==> src/rtl/fe_share_pkg.sv <==
package fe_share_pkg;
   typedef enum logic [1:0] {
      MODE_INDEP  = 2'b00,
      MODE_MASTER = 2'b01,
      MODE_SLAVE  = 2'b10
   } core_mode_e;
endpackage

==> src/rtl/fe_share_pc_compare.sv <==
// Flags any member program counter that differs from member 0 (the master).
module fe_share_pc_compare #(
   parameter int MEMBERS = 4,
   parameter int PC_W    = 16
) (
   input  logic [MEMBERS*PC_W-1:0] member_pc,
   output logic                    any_diff
);
   localparam int N_CMP = MEMBERS - 1;

   logic [N_CMP-1:0] diff_vec;
   logic [PC_W-1:0]  ref_pc;

   assign ref_pc = member_pc[0 +: PC_W];

   for (genvar k = 1; k < MEMBERS; k++) begin : g_cmp
      assign diff_vec[k-1] = (member_pc[k*PC_W +: PC_W] != ref_pc);
   end

   assign any_diff = |diff_vec;
endmodule

==> src/rtl/fe_share_cluster.sv <==
// One sharing cluster: a grouped flag that is armed by launch and cleared by end or divergence.
module fe_share_cluster
   import fe_share_pkg::*;
#(
   parameter int MEMBERS = 4,
   parameter int PC_W    = 16
) (
   input  logic                    clk,
   input  logic                    rst_n,
   input  logic                    launch,
   input  logic                    finish,
   input  logic [MEMBERS*PC_W-1:0] member_pc,
   output logic [2*MEMBERS-1:0]    member_mode,
   output logic [MEMBERS-1:0]      member_gate,
   output logic                    ungroup
);
   logic grouped_q;
   logic grouped_d;
   logic any_diff;
   logic active;

   fe_share_pc_compare #(
      .MEMBERS (MEMBERS),
      .PC_W    (PC_W)
   ) cmp_i (
      .member_pc (member_pc),
      .any_diff  (any_diff)
   );

   // Divergence is sampled only while grouped; it takes effect in the same cycle.
   assign active  = grouped_q & ~any_diff;
   assign ungroup = grouped_q &  any_diff;

   always_comb begin
      grouped_d = grouped_q;
      if (launch)
         grouped_d = 1'b1;
      else if (finish || any_diff)
         grouped_d = 1'b0;
   end

   always_ff @(posedge clk) begin
      if (!rst_n)
         grouped_q <= 1'b0;
      else
         grouped_q <= grouped_d;
   end

   for (genvar k = 0; k < MEMBERS; k++) begin : g_member
      if (k == 0) begin : g_master
         assign member_mode[2*k +: 2] = active ? MODE_MASTER : MODE_INDEP;
         assign member_gate[k]        = 1'b0;
      end else begin : g_slave
         assign member_mode[2*k +: 2] = active ? MODE_SLAVE : MODE_INDEP;
         assign member_gate[k]        = active;
      end
   end
endmodule

==> src/rtl/fe_share_grouper.sv <==
// Top: splits the cores into clusters and ties the trailing cores to independent mode.
module fe_share_grouper
   import fe_share_pkg::*;
#(
   parameter int N_CORES      = 10,
   parameter int CLUSTER_SIZE = 4,
   parameter int PC_W         = 16
) (
   input  logic                              clk,
   input  logic                              rst_n,
   input  logic                              kernel_start,
   input  logic                              kernel_end,
   input  logic [N_CORES*PC_W-1:0]           core_pc,
   output logic [2*N_CORES-1:0]              core_mode,
   output logic [N_CORES-1:0]                fe_gate_en,
   output logic [N_CORES/CLUSTER_SIZE-1:0]   ungroup_pulse
);
   localparam int N_CLUST   = N_CORES / CLUSTER_SIZE;
   localparam int N_GROUPED = N_CLUST * CLUSTER_SIZE;
   localparam int N_TAIL    = N_CORES - N_GROUPED;

   if (CLUSTER_SIZE < 2) begin : g_bad_size
      $error("CLUSTER_SIZE must be at least 2");
   end
   if (N_CORES < CLUSTER_SIZE) begin : g_bad_count
      $error("N_CORES must hold at least one cluster");
   end
   if (PC_W < 1) begin : g_bad_pc
      $error("PC_W must be positive");
   end

   for (genvar c = 0; c < N_CLUST; c++) begin : g_cluster
      fe_share_cluster #(
         .MEMBERS (CLUSTER_SIZE),
         .PC_W    (PC_W)
      ) clu_i (
         .clk         (clk),
         .rst_n       (rst_n),
         .launch      (kernel_start),
         .finish      (kernel_end),
         .member_pc   (core_pc[c*CLUSTER_SIZE*PC_W +: CLUSTER_SIZE*PC_W]),
         .member_mode (core_mode[2*c*CLUSTER_SIZE +: 2*CLUSTER_SIZE]),
         .member_gate (fe_gate_en[c*CLUSTER_SIZE +: CLUSTER_SIZE]),
         .ungroup     (ungroup_pulse[c])
      );
   end

   if (N_TAIL > 0) begin : g_tail
      for (genvar t = N_GROUPED; t < N_CORES; t++) begin : g_core
         assign core_mode[2*t +: 2] = MODE_INDEP;
         assign fe_gate_en[t]       = 1'b0;
      end
   end
endmodule

==> config.mk <==
export PLATFORM = sky130hd
export DESIGN_NAME = fe_share_grouper
export DESIGN_NICKNAME = d
export VERILOG_FILES = /design/src/rtl/fe_share_pkg.sv /design/src/rtl/fe_share_pc_compare.sv /design/src/rtl/fe_share_cluster.sv /design/src/rtl/fe_share_grouper.sv
export SDC_FILE = /design/constraint.sdc
export NUM_CORES = 1
export LEC_CHECK = 0
export BUFFER_PORTS_ARGS = -buffer_cell sky130_fd_sc_hd__buf_2
export CORE_AREA = 2 2 76 78
export CTS_CLUSTER_DIAMETER = 150
export CTS_CLUSTER_SIZE = 24
export DETAILED_ROUTE_END_ITERATION = 8
export DIE_AREA = 0 0 78 80
export HOLD_SLACK_MARGIN = 0.06
export PLACE_DENSITY = 0.65
export SYNTH_ARGS = -nofsm -noshare
export SYNTH_HDL_FRONTEND = slang
export SYNTH_SLANG_ARGS = --single-unit
export TNS_END_PERCENT = 30
==> constraint.sdc <==
create_clock -name clk -period 3.3 [get_ports clk]
set_input_delay 0.825 -clock clk [delete_from_list [all_inputs] [get_ports clk]]
set_output_delay 0.825 -clock clk [all_outputs]
set_load 0.05 [all_outputs]
==> impl_metrics.ini <==
[floorplan]
io_pins = 196
die_x_um = 78
start_util_pct = 21.39
core_area_mm2 = 0.005405
num_rows = 27
dieArea_mm2 = 0.006240
fp.dieH_um = 80

[power]
p_leak_nw = 0.9829
p_per_area_mw_per_mm2 = 170.5
power_uw = 343.4
ir_drop_uv = 150.6

[global_routing]
antenna_found_initial = 0
grt_pass1_vias = 1593
grtUsageMet2_pct = 27.07
use_met3_pct = 1.923
grt_pass1_wl_um = 6382
grt_busiest_layer = met2
grt_max_degree = 8
groute.usage.overall_pct = 12.48
grt_use_met1_pct = 12.06
grt_overflow_total = 0

[layout]
drive_gt1_share_pct = 53.29
layout.nets = 470
final_util_pct = 37.27
final_common_cell = buf_2
regMostFlops = g_cluster.clu_i.grouped_q
fillerInstances = 585
area_delta_synth_final_pct = 74.24
largest_reg_flops = 2
top_regs = g_cluster.clu_i.grouped_q (2)
mostFrequentLayoutCells = buf_2, xnor2_1, and3_1, nor3_1, conb_1
diodes = 0

[drt]
ant_nets = 0
first_pass_iters = 4
wire_per_inst_um = 11.49
drc_errors = 0
via_count = 1711
vias_per_cell = 4.551
finalWirelength_um = 4321
drt_iter0_drc = 27

[clocking]
cts-hold-fix-buffers = 0
cts_buffers = 3
clock_latency_ps = 210
cts.sinks = 2
h-tree-depth = 1
clockRootBuffer = clkbuf_8
cts_tree = done
clk_pin_slew_ps = 30
cts_buffer_depth = 2

[timing]
fin_crit_ps = 3227
worst_slack_ps = 73.04
setup-tns-final_ps = 0
rsz0062_at_grt = yes
setup_viol = 0
slew_viol_final = 0
hold_viol_final = 0
min_period_over_period_pct = 97.79
whs_ps = 460.0
fmax_mhz = 309.9
finClkSkew_ps = 0

[worst_hold_path]
hp-class = flip-flop to flip-flop

[logic_synthesis]
synth-edff-count = 0
synth-simple-area-share_pct = 41.45
avgSynthCellArea_um2 = 6.965
synth-compound-area-share_pct = 9.091
synthAdderAreaFrac_pct = 0
ys.flop_type = dfxtp_1
synth.cell_area_mm2 = 0.001156
seq_area_frac_synth_pct = 3.463
synth_top_area_share_pct = 24.24
synth_cell_types = 24
yosysWarnings = 0
synth_top_area_cell = xnor2_1
muxShareOfSynthArea_pct = 0
ys_seq_elements = 2
ys_async_sr_fraction_pct = 0
netlist_instances = 166
synth_top_family_by_area = simple AND/OR/NAND/NOR gates
synth-xor-area-share_pct = 24.24
yosys-top-cells-area = xnor2_1, buf_4, and3_1

[setup_path]
setup.worst_path.start_class = input port
cp.arrival_ps = 2400
endpoint_kind = output pin
r2r_setup_slack_ps = 2680
path_class = input port to output pin
critical_path.max_fanout = 7
crit_required_ps = 2470

[status]
run_status = completed

[placement]
dp_slack_ps = -157.5
dp_hpwl_um = 3727
gp_congestion = 0.7348
io_buffers = 147

[job]
cap_viol_max_count = 0
-- critical path: stages --
cell	delay, ps
buf_6	90
or4_4	520
a222oi_1	280
nand4_1	180
nor2_1	160
buf_6	180
buf_8	160
-- report_power, final --
group          total (mW)  switching (mW)  internal (mW)
sequential         0.0267        0.000955         0.0257
combinational       0.220           0.117          0.104
clock              0.0966          0.0195         0.0771
total               0.343           0.137          0.206
-- Yosys cell counts (3+ instances only) --
| cell type | count |
|---|---|
| o22ai_1 | 10 |
| nor4_1 | 7 |
| xnor2_1 | 32 |
| and3_1 | 18 |
| buf_4 | 32 |
| nor2_1 | 3 |
| nor3_1 | 18 |
| or4_1 | 3 |
| nand3_1 | 5 |
| or3_1 | 4 |
| nand4_1 | 13 |
| nand2_1 | 3 |
| and4_1 | 3 |
-- stage by stage --
stage / area [um2] / std cells
6_report: 2014 / 376
3_5_place_dp: 1828 / 372
2_1_floorplan: 1212 / 181
5_1_grt: 2014 / 376
3_3_place_gp: 1828 / 372
4_1_cts: 1898 / 375
-- routing by layer --
metal	vias up	part of all wire [%]
met2	112	54
met3	2	12
met5	-	0
met4	0	0.32
met1	734	34
li1	863	-
-- area by class of cell --
cell class	instances	area (um2)	share of cell area [%]
multi-input combinational	145	949.7	47.14
timing repair buffer	152	885.9	43.98
tap	72	90.09	4.472
clock buffer	3	41.29	2.050
sequential	2	40.04	1.988
inverter	2	7.507	0.3727
-- cells by family (layout without fill, tap and decap cells) --
kind of cell / count (synthesis) / count (layout)
DFF: 2 / 2
other: 1 / 16
AOI/OAI and AO/OA: 16 / 16
buffers and inverters: 34 / 157
xor gates and xnor gates: 32 / 32
and+or+nand+nor: 81 / 81
-- what timing repair did --
action	CTS	global route
setup buffers	0	1
gates cloned	0	0
pin swaps	1	5
resized for setup	10	38
setup endpoints to repair	16	16
-- final timing paths --
check | startpoint | end | depth (start not counted)
max | core_pc[17] | core_mode[5] | 7
max reg2reg | g_cluster[1].clu_i.grouped_q$_SDFFE_PN0P_ | g_cluster[1].clu_i.grouped_q$_SDFFE_PN0P_ | 2
min reg2reg | g_cluster[0].clu_i.grouped_q$_SDFFE_PN0P_ | g_cluster[0].clu_i.grouped_q$_SDFFE_PN0P_ | 2
min | g_cluster[0].clu_i.grouped_q$_SDFFE_PN0P_ | g_cluster[0].clu_i.grouped_q$_SDFFE_PN0P_ | 2
No activity file was read; power rests on OpenSTA's default activity.
